### src/rtl/wdt_pkg.sv
package wdt_pkg;

   typedef enum logic {
      WD_MODE_IRQ = 1'b0,
      WD_MODE_RST = 1'b1
   } wd_mode_e;

   typedef enum logic {
      WD_SRC_SYS  = 1'b0,
      WD_SRC_RING = 1'b1
   } wd_src_e;

   localparam int unsigned WD_CNT_W_DFLT    = 15;
   localparam int unsigned WD_PRE_LOG2_DFLT = 4;
   localparam int unsigned WD_HOLD_DFLT     = 4;

endpackage

### src/rtl/wdt_prescaler.sv
module wdt_prescaler #(
   parameter int unsigned PRE_LOG2 = 4
) (
   input  logic clk_i,
   input  logic rst_ni,
   input  logic run_i,
   input  logic restart_i,
   output logic tick_o
);

   generate
      if (PRE_LOG2 == 0) begin : g_bypass
         assign tick_o = run_i;
      end else begin : g_divide
         logic [PRE_LOG2-1:0] div_q;

         always_ff @(posedge clk_i or negedge rst_ni) begin
            if (!rst_ni)        div_q <= '0;
            else if (restart_i) div_q <= '0;
            else if (run_i)     div_q <= div_q + 1'b1;
         end

         assign tick_o = run_i && (&div_q) && !restart_i;
      end
   endgenerate

endmodule

### src/rtl/wdt_cfg_lock.sv
module wdt_cfg_lock
   import wdt_pkg::*;
(
   input  logic     clk_i,
   input  logic     rst_ni,
   input  logic     wr_i,
   input  logic     use_ring_i,
   input  logic     rst_mode_i,
   output wd_src_e  src_o,
   output wd_mode_e mode_o
);

   wd_src_e  src_q;
   wd_mode_e mode_q;

   always_ff @(posedge clk_i or negedge rst_ni) begin
      if (!rst_ni) begin
         src_q  <= WD_SRC_SYS;
         mode_q <= WD_MODE_IRQ;
      end else if (wr_i) begin
         if (use_ring_i) src_q  <= WD_SRC_RING;
         if (rst_mode_i) mode_q <= WD_MODE_RST;
      end
   end

   assign src_o  = src_q;
   assign mode_o = mode_q;

endmodule

### src/rtl/wdt_rst_stretch.sv
module wdt_rst_stretch #(
   parameter int unsigned HOLD = 4,
   localparam int unsigned HW  = $clog2(HOLD + 1)
) (
   input  logic clk_i,
   input  logic rst_ni,
   input  logic fire_i,
   input  logic tick_i,
   output logic req_o
);

   logic [HW-1:0] left_q;

   always_ff @(posedge clk_i or negedge rst_ni) begin
      if (!rst_ni)                      left_q <= '0;
      else if (fire_i)                  left_q <= HW'(HOLD);
      else if (tick_i && left_q != '0)  left_q <= left_q - 1'b1;
   end

   assign req_o = (left_q != '0);

endmodule

### src/rtl/wdog_timer.sv
module wdog_timer
   import wdt_pkg::*;
#(
   parameter int unsigned CNT_W    = WD_CNT_W_DFLT,
   parameter int unsigned PRE_LOG2 = WD_PRE_LOG2_DFLT,
   parameter int unsigned RST_HOLD = WD_HOLD_DFLT
) (
   input  logic             clk_i,
   input  logic             rst_ni,
   input  logic             ro_tick_i,
   input  logic             start_wr_i,
   input  logic             refresh_wr_i,
   input  logic             cfg_wr_i,
   input  logic             cfg_use_ro_i,
   input  logic             cfg_rst_mode_i,
   output logic             irq_o,
   output logic             rst_req_o,
   output logic [CNT_W-1:0] count_o
);

   localparam logic [CNT_W-1:0] CNT_TOP = {CNT_W{1'b1}};

   generate
      if (CNT_W < 2 || RST_HOLD < 1) begin : g_bad_param
         $error("wdog_timer: CNT_W must be >= 2 and RST_HOLD >= 1");
      end
   endgenerate

   wd_src_e          src;
   wd_mode_e         mode;
   logic             run_q;
   logic             sys_tick;
   logic             cnt_tick;
   logic             underflow;
   logic             irq_q;
   logic [CNT_W-1:0] cnt_q;

   wdt_cfg_lock u_cfg (
      .clk_i      (clk_i),
      .rst_ni     (rst_ni),
      .wr_i       (cfg_wr_i),
      .use_ring_i (cfg_use_ro_i),
      .rst_mode_i (cfg_rst_mode_i),
      .src_o      (src),
      .mode_o     (mode)
   );

   wdt_prescaler #(.PRE_LOG2(PRE_LOG2)) u_pre (
      .clk_i     (clk_i),
      .rst_ni    (rst_ni),
      .run_i     (run_q && src == WD_SRC_SYS),
      .restart_i (refresh_wr_i),
      .tick_o    (sys_tick)
   );

   assign cnt_tick  = run_q && ((src == WD_SRC_RING) ? ro_tick_i : sys_tick);
   assign underflow = cnt_tick && (cnt_q == '0) && !refresh_wr_i;

   always_ff @(posedge clk_i or negedge rst_ni) begin
      if (!rst_ni)         run_q <= 1'b0;
      else if (start_wr_i) run_q <= 1'b1;
   end

   always_ff @(posedge clk_i or negedge rst_ni) begin
      if (!rst_ni)           cnt_q <= CNT_TOP;
      else if (refresh_wr_i) cnt_q <= CNT_TOP;
      else if (cnt_tick)     cnt_q <= (cnt_q == '0) ? CNT_TOP : cnt_q - 1'b1;
   end

   always_ff @(posedge clk_i or negedge rst_ni) begin
      if (!rst_ni) irq_q <= 1'b0;
      else         irq_q <= underflow && (mode == WD_MODE_IRQ);
   end

   wdt_rst_stretch #(.HOLD(RST_HOLD)) u_hold (
      .clk_i  (clk_i),
      .rst_ni (rst_ni),
      .fire_i (underflow && (mode == WD_MODE_RST)),
      .tick_i (cnt_tick),
      .req_o  (rst_req_o)
   );

   assign irq_o   = irq_q;
   assign count_o = cnt_q;

endmodule

### config.mk
export PLATFORM = sky130hd
export DESIGN_NAME = wdog_timer
export DESIGN_NICKNAME = d
export VERILOG_FILES = /design/src/rtl/wdt_pkg.sv /design/src/rtl/wdt_prescaler.sv /design/src/rtl/wdt_cfg_lock.sv /design/src/rtl/wdt_rst_stretch.sv /design/src/rtl/wdog_timer.sv
export SDC_FILE = /design/constraint.sdc
export NUM_CORES = 1
export LEC_CHECK = 0
export ABC_AREA = 1
export BUFFER_PORTS_ARGS = -buffer_cell sky130_fd_sc_hd__buf_4
export CAP_MARGIN = 0
export CORE_ASPECT_RATIO = 0.9
export CORE_MARGIN = 2
export CORE_UTILIZATION = 45
export DETAILED_ROUTE_END_ITERATION = 8
export PLACE_DENSITY_LB_ADDON = 0.05
export REMOVE_ABC_BUFFERS = 1
export SYNTH_ARGS = -nofsm -noshare
export SYNTH_HDL_FRONTEND = slang
export SYNTH_HIERARCHICAL = 1
export SYNTH_SLANG_ARGS = --single-unit
### constraint.sdc
create_clock -name clk_i -period 2 [get_ports clk_i]
set_clock_uncertainty 0.05 [all_clocks]
set_input_delay 0.2 -clock clk_i [delete_from_list [all_inputs] [get_ports clk_i]]
set_output_delay 0.2 -clock clk_i [all_outputs]
set_load 0.01 [all_outputs]
After elaboration in Yosys (flattened, before gate mapping) --
Index checks and enable logic that the tools add are counted.
Storage, ports and cells: bits in registers 26, input bits 8, output and inout port bits 17, logic and storage cells 38
Cells by class: add/sub/neg operators 3, mux-type cells 8, bitwise logic cells 2, reductions and logical operators 18
Operator list (number):
- 2-to-1 mux 15 bit | 3
- zero test 15 bit | 1
- subtractor 15 x 1 -> 15 bit, second input constant | 1
- logical AND 1 bit | 9
- 2-to-1 mux 4 bit | 2
- 2-to-1 mux 3 bit | 2
- nonzero test 2 bit | 3
- adder 4 x 1 -> 4 bit, second input constant | 1
- AND reduction 2 bit | 2
- AND reduction 4 bit | 1
- nonzero test 3 bit | 1
- subtractor 3 x 1 -> 3 bit, second input constant | 1
- inverter 1 bit | 2
- zero test 1 bit | 1
- 2-to-1 mux 1 bit | 1

Logic depth before layout (Yosys ltp) --
Gate-level depths: netlist (run 1).
depth in word-level cells 10, depth in mapped cells 13, depth with buffers taken out 13

By module --
The synthesis (run 1) kept the hierarchy.
Modules (own cells, without submodules):
- wdog_timer | instances 1, cells an instance 149, area each 1161.1 µm², sequential area each 444.2 µm²
- wdt_rst_stretch | instances 1, cells an instance 27, area each 212.7 µm², sequential area each 75.1 µm²
- wdt_prescaler | instances 1, cells an instance 25, area each 197.7 µm², sequential area each 100.1 µm²
- wdt_cfg_lock | instances 1, cells an instance 8, area each 72.6 µm², sequential area each 50.0 µm²

Worst setup path after synthesis (run 1) --
No wires, ideal clock.
path type register to register, from register run_q, to register u_hold.left_q[0], library setup time 0.117 ns, arrival 1.675 ns, required time 1.833 ns, setup slack 0.157 ns, stages on the path, launching flop included 14, path buffers 0, period minus slack after synthesis 1.843 ns, cell sequence dfrtp_1 > inv_1 > nor2_1 > nand3_1 > nor2_1 > inv_1 > nand2_1 > nand3_2 > nor2_1 > nand4_1 > nor2_1 > inv_1 > nand4_1 > nand2_1
Between the ends: longest elaborated chain between the ends 9, elaborated cells between the ends (all ways) 11, those cells by class 2 x mux; 9 x reduce/logical
RTL lines:
- start: declaration | RTL line wdog_timer.sv:31 | logic run_q;
- start signal: assignment | RTL line wdog_timer.sv:60 | if (!rst_ni) run_q <= 1'b0;
- start signal: assignment | RTL line wdog_timer.sv:61 | else if (start_wr_i) run_q <= 1'b1;
- logical AND 1 bit (*) | RTL line wdog_timer.sv:51 | .run_i (run_q && src == WD_SRC_SYS),
- logical AND 1 bit (*) (2 in series) | RTL line wdt_prescaler.sv:23 | assign tick_o = run_i && (&div_q) && !restart_i;
- via sys_tick | RTL line wdog_timer.sv:32 | logic sys_tick;
- 2-to-1 mux 1 bit (*) | RTL line wdog_timer.sv:56 | assign cnt_tick = run_q && ((src == WD_SRC_RING) ? ro_tick_i : sys_tick);
- logical AND 1 bit (*) | RTL line wdog_timer.sv:56
- logical AND 1 bit (2 in series) | RTL line wdog_timer.sv:57 | assign underflow = cnt_tick && (cnt_q == '0) && !refresh_wr_i;
- logical AND 1 bit | RTL line wdog_timer.sv:78 | .fire_i (underflow && (mode == WD_MODE_RST)),
- 2-to-1 mux 3 bit or nonzero test 2 bit (tied branches)
- end signal: assignment | RTL line wdt_rst_stretch.sv:16 | else if (fire_i) left_q <= HW'(HOLD);
- end signal: assignment | RTL line wdt_rst_stretch.sv:17 | else if (tick_i && left_q != '0) left_q <= left_q - 1'b1;
- end: declaration | RTL line wdt_rst_stretch.sv:12 | logic [HW-1:0] left_q;
The timed path passes the listed nets; every way through them passes the cells marked *. A chain may end at the register's enable or synchronous reset.

Worst setup path after layout (run 1) --
from register u_pre.g_divide.div_q[0], to register u_hold.left_q[0]
Between the ends: longest elaborated chain between the ends 9, elaborated cells between the ends (all ways) 11, those cells by class 2 x mux; 9 x reduce/logical
RTL lines:
- start: declaration | RTL line wdt_prescaler.sv:15 | logic [PRE_LOG2-1:0] div_q;
- start signal: assignment | RTL line wdt_prescaler.sv:20 | else if (run_i) div_q <= div_q + 1'b1;
- AND reduction 4 bit (*) | RTL line wdt_prescaler.sv:23
- logical AND 1 bit (*) (2 in series) | RTL line wdt_prescaler.sv:23
- via sys_tick | RTL line wdog_timer.sv:32
- 2-to-1 mux 1 bit (*) | RTL line wdog_timer.sv:56
- logical AND 1 bit (*) | RTL line wdog_timer.sv:56
- logical AND 1 bit (2 in series) | RTL line wdog_timer.sv:57
- logical AND 1 bit | RTL line wdog_timer.sv:78
- 2-to-1 mux 3 bit or nonzero test 2 bit (tied branches)
Marks and branches as above.

==> metrics.txt, run 1 <==
outcome=completed; Peak Freq=552 MHz; async set-or-reset flop fraction in the synthesized netlist=100%; final number of hold-violating endpoints=0; WS Path Type=flip-flop to flip-flop; quantity of I/O buffers inserted on ports=24; vias in the first global route=1289; first-pass GRT wire length=5.97 mm; # diodes=0; share of the synthesized area in the top cell type=24.0%; Via density=4.94; Crit path arrival time=1930 ps; starting DRC count in detailed routing=70; sequential-to-total area share from yosys stat=40.7%; YS warnings=6; maximum root-to-sink buffer count=2; Setup crit end kind=flip-flop; Area Overhead vs Synth=20.5%; most numerous cell in the Yosys netlist=nand2_1; wire per inst=12.3 um; row count=20; Non-Filler Instances=283; DRC=0; worst r2r src=u_pre/g_divide.div_q[0]; dominant synthesized flop cell=dfstp_2; synth cell count leaders=nand2_1, inv_1, nor2_1; FF+latch count, synth=26; layout cells sized above 1=36.0%; min Tclk post-route=1810 ps; total gr overflow=0; total track usage=19.0%; Synth area leader=dfstp_2; Max-slew headroom=70.2%; initial antenna violation count=0; CP endpoint=u_hold/left_q[0]; Peak VDD IR=0.436 mV; power per cell area=638 nW/um2; path type of the worst min-delay path=input port to flip-flop; CTS Buf Count=3; Clock Sinks=26; H-tree lvl count=1; Clock Pin Slew Worst Setup and Hold Paths=90 ps; core area=3430 um2; die width=67.7 um; CTS root buffer=clkbuf_8; Syn Inst Count=209; Slew Limit Fails=0; Unique masters post-synth=27; Fill cells=335; I/O Pins=25; Placer Congestion=0.867; CTS tree=built; Worst setup SP type=flip-flop; Post-Syn Area=1640 um2; Worst EP required=2120 ps; TritonRoute pass-1 iters=4; worst slew pin tran=445 ps; largest net degree at the start of global routing=27; Mean Syn Cell Area=7.87 um2; worst r2r path cells=12; placed cells=276; # nets final=253; Crit Reg-Reg Endpoint=u_hold/left_q[0]; Final HPWL DP=2.57 mm; part of the cycle the worst path needs=90.6%; Reg2Reg Setup Slack=190 ps; maxcap violations=0; Starting Density=48.0%; Clk Latency, worst-skew pair=270 ps; CP startpoint=u_pre/g_divide.div_q[0]; Layout Utilization=57.8%; number of routed nets with antenna violations=0; vias=1398; final setup violating endpoints=0; largest cells by area after synthesis=dfstp_2, dfrtp_1, nand2_1; die footprint=4150 um2; Chip Height=61.3 um; EDFF count, synth=0; Leakage=0.974 nW; Fin Hold WS=73.8 ps; largest driver fanout on the critical path=4; DRT Wirelength=3.47 mm
==> where the power goes <==
part / switching (mW) / total [mW] / internal (mW)
logic: 0.195 / 0.326 / 0.131
clock network: 0.166 / 0.342 / 0.176
registers: 0.0247 / 0.595 / 0.570
total: 0.386 / 1.26 / 0.877
==> layer usage <==
| layer | global-route usage (%) | up-vias | wire length [um] |
|---|---|---|---|
| met5 | 0 | - | 0 |
| met4 | 2.62 | 0 | 19 |
| met3 | 4.39 | 2 | 161 |
| met2 | 30.3 | 34 | 1640 |
| met1 | 27.1 | 638 | 1650 |
| li1 | - | 724 | - |
==> repair_timing <==
item	4_1_cts	5_1_grt
hold buffers	1	0
buffers inserted	0	2
resized for setup	0	9
endpoints found under the setup margin	0	3
endpoints found under the hold margin	11	0
==> area by class of cell <==
class                           instances  area, um2  area share (%)
Multi-Input combinational cell        145        850            42.9
Sequential cell                        26        669            33.8
Timing Repair Buffer                   29        220            11.1
Inverter                               35        131            6.63
Clock buffer                            4       55.1            2.78
Tap cell                               44       55.1            2.78
==> worst min-delay path by stage <==
stage              startpoint                to  slack [ps]  cells past startpoint
2_1_floorplan          rst_ni             irq_o        -150                      0
3_3_place_gp           rst_ni  u_hold/left_q[2]          80                      1
3_5_place_dp           rst_ni  u_hold/left_q[1]          80                      1
4_1_cts        cfg_rst_mode_i      u_cfg/mode_o          70                      3
5_1_grt            start_wr_i             run_q          70                      2
6_report       cfg_rst_mode_i      u_cfg/mode_o          70                      3
==> worst max-delay path: stages (launching register included) <==
cell     delay [ps]
dfrtp_1         400
ha_2            210
nand3_2          90
nor2_2          110
inv_1            50
nand2_2          80
nand3_4         100
nor2_4          120
nand4_1         130
nor2_2          170
inv_2            60
nand4_1          90
nand2_1          60
==> stage by stage <==
stage               setup slack, ps  power [mW]  instance area, um2  setup TNS [ps]
finish                          189        1.26                1980               0
global route                  -2.52        1.35                1980           -2.52
CTS                            89.3        1.28                1940               0
detailed placement              103       0.927                1870               0
global placement                210       0.911                1870               0
floorplan                       157       0.825                1620               0
==> state kept, by name (all words and copies together) (netlist names) <==
name                  cells
count_o                  15
u_hold/left_q             3
irq_o                     1
u_pre/g_divide.div_q      4
run_q                     1
u_cfg/mode_o              1
u_cfg/src_o               1
==> logic make-up (layout without fill, tap and decap cells) <==
logic type | Yosys count | count (layout) | share of synthesized area, %
adder cells (fa/ha/maj) | 5 | 5 | 3.81
AND/OR/NAND/NOR | 131 | 131 | 42.9
XOR/XNOR | 1 | 1 | 0.533
flip-flops | 26 | 26 | 40.7
AO/OA/AOI/OAI | 8 | 8 | 2.59
buffers and inverters | 38 | 68 | 9.44
==> cell usage in the layout, fill, tap and decap left out <==
cell,instances
a21oi_1,2
a22oi_1,1
and2_1,1
buf_4,28
clkbuf_8,4
dfrtp_1,11
dfstp_2,15
dlygate4sd3_1,1
ha_1,4
ha_2,1
inv_1,30
inv_2,5
nand2_1,43
nand2_2,4
nand2_4,5
nand3_1,17
nand3_2,12
nand3_4,1
nand3b_1,2
nand4_1,9
nor2_1,23
nor2_2,6
nor2_4,3
nor3_1,2
nor3_2,1
o21ai_0,5
or2_0,1
or2_2,1
xor2_1,1
No activity file was read; power rests on OpenSTA's default activity.
==> run 2: changes to the inputs <==
--- a/config.mk
+++ b/config.mk
@@ -8,7 +8,7 @@
 export ABC_AREA = 1
 export BUFFER_PORTS_ARGS = -buffer_cell sky130_fd_sc_hd__buf_4
 export CAP_MARGIN = 0
-export CORE_ASPECT_RATIO = 0.9
+export CORE_ASPECT_RATIO = 0.6
 export CORE_MARGIN = 2
 export CORE_UTILIZATION = 45
 export DETAILED_ROUTE_END_ITERATION = 8
==> run 2 against run 1 <==
  * Sequential power is essentially flat
  * Register-to-register slack lost 20 ps
  * Total power shrank 1.3%
  * Utilization grew 1.5 points
  * Final area grew 0.69%
  * Via count grew 4.0%
  * Worst hold slack lost 15 ps
  * Global-route usage grew 0.69 points
  * Setup slack lost 20 ps
  * Clock-buffer cell count is the same
  * Critical path type unchanged
  * Largest cell class unchanged
==> metrics.txt, run 2 (synthesized netlist as in run 1, its figures left out) <==
outcome=completed (unchanged); max reg flops=15 (unchanged); Starting Density=48.9% (was 48.0%); DRT Wirelength=3.64 mm (was 3.47 mm); total track usage=19.7% (was 19.0%); vias in the first global route=1374 (was 1289); final setup violating endpoints=0 (unchanged); largest net degree at the start of global routing=27 (unchanged); initial antenna violation count=0 (unchanged); met1 Use GR=26.0% (was 27.1%); Leakage=0.981 nW (was 0.974 nW); power per cell area=625 nW/um2 (was 638 nW/um2); Worst EP required=2120 ps (about the same); worst slew pin tran=438 ps (was 445 ps); Clock Sinks=26 (unchanged); quantity of I/O buffers inserted on ports=24 (unchanged); Chip Height=50.8 um (was 61.3 um); Max-slew headroom=70.6% (was 70.2%); Setup crit end kind=flip-flop (unchanged); M3 GR Usage=4.95% (was 4.39%); Via density=5.07 (was 4.94); met2 Use GR=33.5% (was 30.3%); min Tclk post-route=1830 ps (was 1810 ps); maxcap violations=0 (unchanged); path type of the worst min-delay path=input port to flip-flop (unchanged); Fin Hold WS=59.1 ps (was 73.8 ps); Slew Limit Fails=0 (unchanged); total gr overflow=0 (unchanged); number of routed nets with antenna violations=0 (unchanged); Clk Latency, worst-skew pair=280 ps (was 270 ps); unrepaired setup endpoints after global routing=false; Final HPWL DP=2.75 mm (was 2.57 mm); commonest non-fill, non-tap cell in the layout=nand2_1 (unchanged); final number of hold-violating endpoints=0 (unchanged); setup_tns=0 ps (unchanged); row count=16 (was 20); starting DRC count in detailed routing=91 (was 70); Peak VDD IR=0.405 mV (was 0.436 mV); Area Overhead vs Synth=21.3% (was 20.5%); TritonRoute pass-1 iters=5 (was 4); vias=1454 (was 1398); die width=82.0 um (was 67.7 um); # diodes=0 (unchanged); core area=3360 um2 (was 3430 um2); wire per inst=12.7 um (was 12.3 um); Peak Freq=546 MHz (was 552 MHz); die footprint=4170 um2 (was 4150 um2); layout cells sized above 1=36.4% (was 36.0%); H-tree lvl count=1 (unchanged); grt peak-use layer=met2 (unchanged); WS Path Type=flip-flop to flip-flop (unchanged); part of the cycle the worst path needs=91.6% (was 90.6%); DRC=0 (unchanged); Crit path arrival time=1950 ps (was 1930 ps); Clock Pin Slew Worst Setup and Hold Paths=90 ps (about the same); first-pass GRT wire length=6.21 mm (was 5.97 mm); Placer Congestion=0.827 (was 0.867); largest driver fanout on the critical path=4 (unchanged); CTS tree=built (unchanged); CTS Buf Count=3 (unchanged); # nets final=256 (was 253); I/O Pins=25 (unchanged); CTS root buffer=clkbuf_8 (unchanged); Worst setup SP type=flip-flop (unchanged); Fill cells=311 (was 335); maximum root-to-sink buffer count=2 (unchanged); commonest cells after routing, fill and taps aside=nand2_1, buf_4, inv_1 (was nand2_1, inv_1, buf_4)
run 2: changes by cell type in the layout (fill, tap and decap cells not counted), sizes merged:
cell / change
buf: +3
run 2: layout make-up:
class	count	area, um2	share of cell area, %
clock buffer	4	45.0	2.26
inverter	35	131	6.59
multi-input combinational	145	850	42.6
sequential	26	669	33.6
tap	45	56.3	2.82
timing repair buffer	32	243	12.2
run 2: worst paths after layout:
check | startpoint | endpoint | slack, ps | cells after the start
max in group asynchronous | rst_ni | count_o[1] | 1270 | 2
max | u_pre/g_divide.div_q[0] | u_hold/left_q[1] | 170 | 12
min | start_wr_i | run_q | 60 | 2
max reg2reg | u_pre/g_divide.div_q[0] | u_hold/left_q[1] | 170 | 12
min reg2reg | u_cfg/mode_o | irq_o | 400 | 1
min in group asynchronous | rst_ni | u_cfg/src_o | 330 | 2
run 2: report_power, final:
group          switching, mW  internal [mW]
clock network          0.175          0.143
logic                  0.200          0.132
registers             0.0261          0.571
total                  0.401          0.846
run 2: repair_timing:
item                                    4_1_cts  5_1_grt
resized for setup                             0        9
hold endpoints to repair                     11        0
buffers inserted                              0        3
endpoints found under the setup margin        0        2
hold buffers                                  1        0
run 2: critical path, stage by stage, from the launching register on:
cell and delay, ps:
dfrtp_1 390, ha_2 200, nand3_2 80, nor2_1 110
inv_1 60, nand2_2 90, nand3_4 90, nor2_4 90
nand4_1 150, nor2_2 180, inv_2 70, nand4_1 100
nand2_1 70
run 2: metrics by stage:
stage	utilization (%)	power [mW]	instances	worst slack [ps]	area (um2)
6_report	59.3	1.25	287	168	1990
5_1_grt	59.3	1.34	287	0.669	1990
4_1_cts	57.7	1.25	284	36.9	1940
3_5_place_dp	56.1	0.932	279	60.2	1890
3_3_place_gp	56.1	0.912	279	213	1890
2_1_floorplan	-	0.825	206	157	1620
run 2: metal layers:
layer	vias up	part of all wire (%)
met5	-	0
met4	0	0.38
met3	2	4.6
met2	41	48
met1	685	47
li1	726	-
==> run 3: changes to the inputs <==
--- a/config.mk
+++ b/config.mk
@@ -6,14 +6,15 @@
 export NUM_CORES = 1
 export LEC_CHECK = 0
 export ABC_AREA = 1
-export BUFFER_PORTS_ARGS = -buffer_cell sky130_fd_sc_hd__buf_4
+export BUFFER_PORTS_ARGS = -buffer_cell sky130_fd_sc_hd__buf_2
 export CAP_MARGIN = 0
 export CORE_ASPECT_RATIO = 0.6
-export CORE_MARGIN = 2
+export CORE_MARGIN = 5
 export CORE_UTILIZATION = 45
 export DETAILED_ROUTE_END_ITERATION = 8
 export PLACE_DENSITY_LB_ADDON = 0.05
 export REMOVE_ABC_BUFFERS = 1
+export SETUP_SLACK_MARGIN = 0.15
 export SYNTH_ARGS = -nofsm -noshare
 export SYNTH_HDL_FRONTEND = slang
 export SYNTH_HIERARCHICAL = 1
==> run 3 against run 2 <==
  * Clock power is 12% higher
  * Sequential share of layout area is 0.11 points lower
  * Fmax barely moved
  * Global-route usage shrank 3.3 points
  * Combinational power is 2% lower
  * Setup slack improved by 0.77 ps
  * Sequential power barely moved
  * Critical endpoint unchanged
  * Highest routed layer unchanged
==> metrics.txt, run 3 (synthesized netlist as in run 1, its figures left out) <==
outcome=completed (unchanged); Fin Hold WS=59.3 ps (was 59.1 ps); Starting Density=45.7% (was 48.9%); I/O Pins=25 (unchanged); Setup crit end kind=flip-flop (unchanged); Final Cell Area=2000 um2 (was 1990 um2); DP Area=1810 um2 (was 1890 um2); # nets final=260 (was 256); placed cells=279 (unchanged); Non-Filler Instances=293 (was 287); Peak VDD IR=0.355 mV (was 0.405 mV); CTS tree=built (unchanged); total track usage=16.3% (was 19.7%); total gr overflow=0 (unchanged); WS Path Type=flip-flop to flip-flop (unchanged); # diodes=0 (unchanged); Placer Congestion=0.872 (was 0.827); layout cells sized above 1=38.6% (was 36.4%); min Tclk post-route=1830 ps (about the same); path type of the worst min-delay path=input port to flip-flop (unchanged); Chip Height=56.8 um (was 50.8 um); first-pass GRT wire length=6.47 mm (was 6.21 mm); commonest cells after routing, fill and taps aside=nand2_1, inv_1, buf_2 (was nand2_1, buf_4, inv_1); Fill cells=341 (was 311); Power Total=1.28 mW (was 1.25 mW); Worst EP required=2120 ps (about the same); Leakage=0.984 nW (was 0.981 nW); initial antenna violation count=0 (unchanged); maximum root-to-sink buffer count=2 (unchanged); starting DRC count in detailed routing=75 (was 91); Worst setup SP type=flip-flop (unchanged); largest net degree at the start of global routing=27 (unchanged); final setup violating endpoints=0 (unchanged); worst slew pin tran=598 ps (was 438 ps); Via density=4.87 (was 5.07); power per cell area=640 nW/um2 (was 625 nW/um2); Area Overhead vs Synth=21.7% (was 21.3%); vias=1426 (was 1454); quantity of I/O buffers inserted on ports=24 (unchanged); die footprint=5000 um2 (was 4170 um2); part of the cycle the worst path needs=91.6% (about the same); TritonRoute pass-1 iters=4 (was 5); maxcap violations=0 (unchanged); CTS Buf Count=3 (unchanged); Crit path arrival time=1950 ps (about the same); final number of hold-violating endpoints=0 (unchanged); DRC=0 (unchanged); CTS root buffer=clkbuf_8 (unchanged); core area=3590 um2 (was 3360 um2); Max-slew headroom=60.1% (was 70.6%); unrepaired setup endpoints after global routing=true (was false); vias in the first global route=1394 (was 1374); Peak Freq=546 MHz (about the same); Place WS=60.2 ps (about the same); row count=17 (was 16); Clk Latency, worst-skew pair=280 ps (about the same); Layout Utilization=55.7% (was 59.3%); Final HPWL DP=2.68 mm (was 2.75 mm); wire per inst=12.5 um (was 12.7 um); max reg flops=15 (unchanged); number of routed nets with antenna violations=0 (unchanged); die width=88.0 um (was 82.0 um); H-tree lvl count=1 (unchanged); Clock Pin Slew Worst Setup and Hold Paths=100 ps (was 90 ps); DRT Wirelength=3.68 mm (was 3.64 mm); Clock Sinks=26 (unchanged); largest driver fanout on the critical path=4 (unchanged); setup_tns=0 ps (unchanged); Slew Limit Fails=0 (unchanged); commonest non-fill, non-tap cell in the layout=nand2_1 (unchanged); final setup margin=169 ps (was 168 ps)
-- run 3: changes by cell type in the layout (fill, tap and decap cells not counted), sizes merged --
cell,before,now
buf,31,35
-- run 3: repair_timing --
action,in CTS,in global routing
hold buffers,1,0
buffers inserted,5,4
pin swaps,1,14
gates resized for setup,2,11
endpoints found under the hold margin,11,0
cloned,0,0
setup endpoints to repair,2,9
-- run 3: final timing paths --
kind | endpoint | slack, ps | cells after the start | start
worst max register to register | u_hold/left_q[1] | 170 | 13 | run_q
worst min-delay path | run_q | 60 | 2 | start_wr_i
worst min register to register | irq_o | 420 | 1 | u_cfg/mode_o
max in group asynchronous | u_pre/g_divide.div_q[3] | 1090 | 2 | rst_ni
worst max-delay path | u_hold/left_q[1] | 170 | 13 | run_q
min in group asynchronous | u_hold/left_q[0] | 410 | 2 | rst_ni
-- run 3: worst max-delay path, cell delays in order (launching register included) --
cell and delay, ps:
dfrtp_1 370, inv_1 50, nor2_2 140, nand3_2 100
nor2_1 110, inv_1 60, nand2_2 60, nand3_2 100
nor2_2 140, nand4_1 160, nor2_2 160, inv_2 70
nand4_1 90, nand2_1 80
-- run 3: area by class of cell --
cell class / count / area (um2) / share of cell area (%)
tap: 47 / 58.8 / 2.94
timing repair buffer: 36 / 233 / 11.6
inverter: 35 / 131 / 6.57
sequential: 26 / 669 / 33.5
multi-input combinational: 145 / 853 / 42.7
clock buffer: 4 / 55.1 / 2.75
-- run 3: routing by layer --
| layer | up-vias | global-route usage (%) | wire [um] |
|---|---|---|---|
| met2 | 31 | 26.9 | 1720 |
| met3 | 2 | 4.40 | 188 |
| met4 | 0 | 1.94 | 18 |
| met1 | 659 | 22.1 | 1750 |
| li1 | 734 | - | - |
| met5 | - | 0 | 0 |
-- run 3: where the power goes --
| part | internal (mW) | leakage [nW] | switching, mW |
|---|---|---|---|
| Clock | 0.176 | 0.0288 | 0.178 |
| Sequential | 0.571 | 0.291 | 0.0275 |
| Combinational | 0.125 | 0.664 | 0.202 |
